## src/rtl/smth_pkg.sv

```systemverilog
package smth_pkg;

    localparam int PIX_W  = 8;
    localparam int FRAC_W = 8;
    localparam int CODE_W = 3;
    localparam int CF_W   = 2 * CODE_W;
    localparam int CW     = CF_W + 1;

    typedef struct packed {
        logic [CW-1:0] fb1;
        logic [CW-1:0] fb2;
        logic [CW-1:0] ff;
    } coef_t;

    function automatic coef_t coef_for(input int unsigned c);
        coef_t       r;
        int unsigned full;
        full  = 1 << CODE_W;
        r.fb1 = CW'(2 * c * full);
        r.fb2 = CW'(c * c);
        r.ff  = CW'((full - c) * (full - c));
        return r;
    endfunction

endpackage

```

## src/rtl/smth_coef_tbl.sv

```systemverilog
module smth_coef_tbl
    import smth_pkg::*;
#(
    parameter int N_CODE_W = CODE_W
) (
    input  logic [N_CODE_W-1:0] code,
    output coef_t               coef
);
    localparam int N_CODES = 1 << N_CODE_W;

    coef_t tbl [N_CODES];

    for (genvar g = 0; g < N_CODES; g++) begin : g_row
        assign tbl[g] = coef_for(g);
    end

    assign coef = tbl[code];
endmodule

```

## src/rtl/smth_core.sv

```systemverilog
module smth_core
    import smth_pkg::*;
#(
    parameter int P_W  = PIX_W,
    parameter int F_W  = FRAC_W,
    parameter int C_FW = CF_W,
    parameter int SW   = P_W + F_W + 4
) (
    input  logic                 clk,
    input  logic                 rst,
    input  logic                 in_valid,
    input  logic                 in_sol,
    input  logic [P_W-1:0]       in_pix,
    input  coef_t                coef,
    output logic signed [SW-1:0] y_next
);
    localparam int AW  = SW + C_FW + 3;
    localparam int RND = 1 << (C_FW - 1);

    logic signed [SW-1:0] y1_q, y2_q;
    logic signed [SW-1:0] x_s;
    logic signed [AW-1:0] y1_w, y2_w, x_w, c1_w, c2_w, c0_w, acc;
    logic signed [AW-1:0] shifted;

    assign x_s  = SW'({in_pix, {F_W{1'b0}}});
    assign y1_w = AW'(y1_q);
    assign y2_w = AW'(y2_q);
    assign x_w  = AW'(x_s);
    assign c1_w = AW'({1'b0, coef.fb1});
    assign c2_w = AW'({1'b0, coef.fb2});
    assign c0_w = AW'({1'b0, coef.ff});

    always_comb begin
        acc     = c1_w * y1_w - c2_w * y2_w + c0_w * x_w + AW'(RND);
        shifted = acc >>> C_FW;
        y_next  = in_sol ? x_s : SW'(shifted);
    end

    always_ff @(posedge clk) begin
        if (rst) begin
            y1_q <= '0;
            y2_q <= '0;
        end else if (in_valid) begin
            y1_q <= y_next;
            y2_q <= in_sol ? x_s : y1_q;
        end
    end
endmodule

```

## src/rtl/smth_outstage.sv

```systemverilog
module smth_outstage #(
    parameter int P_W = 8,
    parameter int F_W = 8,
    parameter int SW  = 20
) (
    input  logic                 clk,
    input  logic                 rst,
    input  logic                 in_valid,
    input  logic signed [SW-1:0] y_next,
    output logic                 out_valid,
    output logic [P_W-1:0]       out_pix
);
    localparam int HALF = 1 << (F_W - 1);
    localparam int PMAX = (1 << P_W) - 1;

    logic signed [SW-1:0] rnd, q;
    logic [P_W-1:0]       clamped;

    always_comb begin
        rnd = y_next + SW'(HALF);
        q   = rnd >>> F_W;
        if (q < 0)
            clamped = '0;
        else if (q > $signed(SW'(PMAX)))
            clamped = P_W'(PMAX);
        else
            clamped = q[P_W-1:0];
    end

    always_ff @(posedge clk) begin
        if (rst) begin
            out_valid <= 1'b0;
            out_pix   <= '0;
        end else begin
            out_valid <= in_valid;
            if (in_valid)
                out_pix <= clamped;
        end
    end
endmodule

```

## src/rtl/lum_iir2_smoother.sv

```systemverilog
module lum_iir2_smoother
    import smth_pkg::*;
#(
    parameter int P_W = PIX_W,
    parameter int F_W = FRAC_W,
    parameter int C_W = CODE_W
) (
    input  logic           clk,
    input  logic           rst,
    input  logic           in_valid,
    input  logic           in_sol,
    input  logic [P_W-1:0] in_pix,
    input  logic [C_W-1:0] smooth_code,
    output logic           out_valid,
    output logic [P_W-1:0] out_pix
);
    localparam int SW   = P_W + F_W + 4;
    localparam int C_FW = 2 * C_W;

    coef_t                coef;
    logic signed [SW-1:0] y_next;

    smth_coef_tbl #(.N_CODE_W(C_W)) u_tbl (
        .code (smooth_code),
        .coef (coef)
    );

    smth_core #(.P_W(P_W), .F_W(F_W), .C_FW(C_FW), .SW(SW)) u_core (
        .clk      (clk),
        .rst      (rst),
        .in_valid (in_valid),
        .in_sol   (in_sol),
        .in_pix   (in_pix),
        .coef     (coef),
        .y_next   (y_next)
    );

    smth_outstage #(.P_W(P_W), .F_W(F_W), .SW(SW)) u_out (
        .clk       (clk),
        .rst       (rst),
        .in_valid  (in_valid),
        .y_next    (y_next),
        .out_valid (out_valid),
        .out_pix   (out_pix)
    );
endmodule

```

## config.mk

```make
export PLATFORM = sky130hd
export DESIGN_NAME = lum_iir2_smoother
export DESIGN_NICKNAME = d
export VERILOG_FILES = /design/src/rtl/smth_pkg.sv /design/src/rtl/smth_coef_tbl.sv /design/src/rtl/smth_core.sv /design/src/rtl/smth_outstage.sv /design/src/rtl/lum_iir2_smoother.sv
export SDC_FILE = /design/constraint.sdc
export NUM_CORES = 1
export LEC_CHECK = 0
export ABC_AREA = 1
export BUFFER_PORTS_ARGS = -buffer_cell sky130_fd_sc_hd__buf_2
export CAP_MARGIN = 10
export CORE_MARGIN = 2
export CORE_UTILIZATION = 48
export CTS_CLUSTER_SIZE = 14
export DETAILED_ROUTE_END_ITERATION = 7
export SYNTH_ARGS = -nofsm -noshare
export SYNTH_HDL_FRONTEND = slang
export SYNTH_HIERARCHICAL = 1
export SYNTH_SLANG_ARGS = --single-unit
export TNS_END_PERCENT = 50
```

## constraint.sdc

```tcl
create_clock -name clk -period 12.2 [get_ports clk]
set_input_delay 2.44 -clock clk [delete_from_list [all_inputs] [get_ports clk]]
set_output_delay 2.44 -clock clk [all_outputs]
set_load 0.005 [all_outputs]
```

==> impl_metrics.tcl <==
set metrics [dict create \
    crit_required_ns 12.39 \
    grt_max_degree 54 \
    area_growth_syn_to_layout_pct 2.62 \
    slew_violations 0 \
    min_path_cells 2 \
    setup_viol 0 \
    fin_ws_ns 0.756 \
    critical_path_class "input port to register" \
    drt_wl_total_mm 37.2 \
    place_ws_ns 0.308 \
    start_kind "input port" \
    num_vias 11629 \
    firstDrtPassIters 5 \
    hpwl_mm 31.2 \
    place.port_buffers 23 \
    yosys_warnings 6 \
    cts_post_setup_buffers_inserted 0 \
    tritoncts "done" \
    slew_headroom 0.344 \
    cp_top_family "adder cells" \
    grt_pass1_wl_mm 63.4 \
    final_cells 2339 \
    syn_inst 2009 \
    final_cell_mix "nand2_1, inv_1, fa_1" \
    syn_area_per_cell_um2 7.39 \
    max_freq_mhz 87.4 \
    final.min_clock_period_ns 11.44 \
    ant_nets 0 \
    cts_made_buffers 5 \
    r2r_setup_slack_ns 5.50 \
    io_pins 24 \
    holdCritPathClass "register to register" \
    drc_errors 0 \
    die_w_um 180 \
    worstSetupPathDepth 44 \
    clk_pin_slew_ns 0.07 \
    cp_max_fo 13 \
    maxCapViolCount 0 \
    overflow 0 \
    clk_latency_ns 0.31 \
    viasPerCell 4.97 \
    hold_violations 0 \
    clockBufferDepth 2 \
    drtIter0Drc 638 \
    placed_cells 2332 \
    endpoint_kind "register" \
    period_share 0.938 \
    cts_hold_buf 0 \
    start_util 0.487 \
    h-tree-depth 2 \
    final_common_cell "nand2_1" \
    gp_congestion 0.915 \
    rsz0062_at_grt "false" \
    dieArea_um2 32400 \
    tns_ns 0 \
    grt_pass1_vias 12372 \
    finClkSkew_ns 0.00727 \
    syn-cell-area_um2 14800 \
    final_nets 2372 \
    cp.arrival_ns 11.63 \
    grt_usage 0.243 \
    root_buffer "clkbuf_16" \
    critPathMaxStageDelay_ns 0.52 \
    core-area_um2 30500 \
    slowest_stage "fa_1" \
    drive_gt1_frac 0.0453 \
    clock-sinks 49 \
    r2r_cells 27 \
    path_buf_inv 10 \
    die_y_um 180 \
    tightest_slew_ns 0.983 \
    row_count 64 \
    status "finished, final reports clean" \
    antenna_found_initial 0 \
    antenna-diode-count 0 \
    wl_per_cell_um 15.9 \
]
## per-stage QoR
step / util / hold WS (ns) / area [µm²]
after floorplan: - / 0.462 / 14900
after global placement: 0.494 / 0.464 / 15100
after detailed placement: 0.494 / 0.470 / 15100
after CTS: 0.499 / 0.481 / 15200
after global routing: 0.499 / 0.490 / 15200
final: 0.499 / 0.477 / 15200
## state kept, by name (all words and copies together), names as in the netlist
| signal | flops |
|---|---|
| u_core/y1_q | 20 |
| u_core/y2_q | 20 |
| u_out/out_pix | 8 |
| u_out/out_valid | 1 |
## worst paths after layout
path / end / from
max: u_out/out_pix[4]$_SDFFE_PP0P_ / smooth_code[0]
min: u_out/out_pix[0]$_SDFFE_PP0P_ / u_out/out_pix[0]$_SDFFE_PP0P_
max reg2reg: u_out/out_pix[4]$_SDFFE_PP0P_ / u_core/y2_q[19]$_SDFFE_PP0P_
min reg2reg: u_out/out_pix[0]$_SDFFE_PP0P_ / u_out/out_pix[0]$_SDFFE_PP0P_
## area by class of cell
cell class | count | area, µm²
clock buffer | 5 | 125
clock inverter | 2 | 35.0
multi-input combinational | 1326 | 11400
timing repair buffer | 34 | 198
inverter | 527 | 1980
tap | 396 | 495
sequential | 49 | 981
fill | 3062 | 15300
## routing by layer
layer	track usage	part of all wire	routed length (µm)	up-vias
li1	-	-	-	5641
met1	0.311	0.43	16100	5759
met2	0.452	0.53	19600	191
met3	0.0144	0.024	883	38
met4	0.0494	0.018	672	0
met5	0	0	0	-
## worst reg2reg max path, cell delays in order, from the launching register on
cell	delay [ns]
dfxtp_1	0.49
nand2_1	0.15
fa_1	0.75
inv_1	0.20
fa_1	0.51
fa_1	0.57
fa_1	0.44
fa_1	0.47
fa_1	0.49
inv_1	0.05
ha_1	0.38
nand2_1	0.16
nor2_1	0.12
inv_1	0.07
nor3_1	0.20
nand3_1	0.17
nand4_1	0.11
nand3_1	0.14
inv_1	0.16
nand2_1	0.12
nor2_1	0.20
nand3_2	0.10
nand2_2	0.08
nand2_2	0.07
o21ai_4	0.19
nand2_1	0.08
nand2_1	0.08
a21oi_2	0.05
## timing repair
item,in CTS,in global routing
endpoints found under the hold margin,0,0
gates resized for setup,0,2
endpoints found under the setup margin,0,8
Power is left out: the tool's default activity adds up to more than one toggle a clock period on the data nets, which glitch-free logic cannot reach.
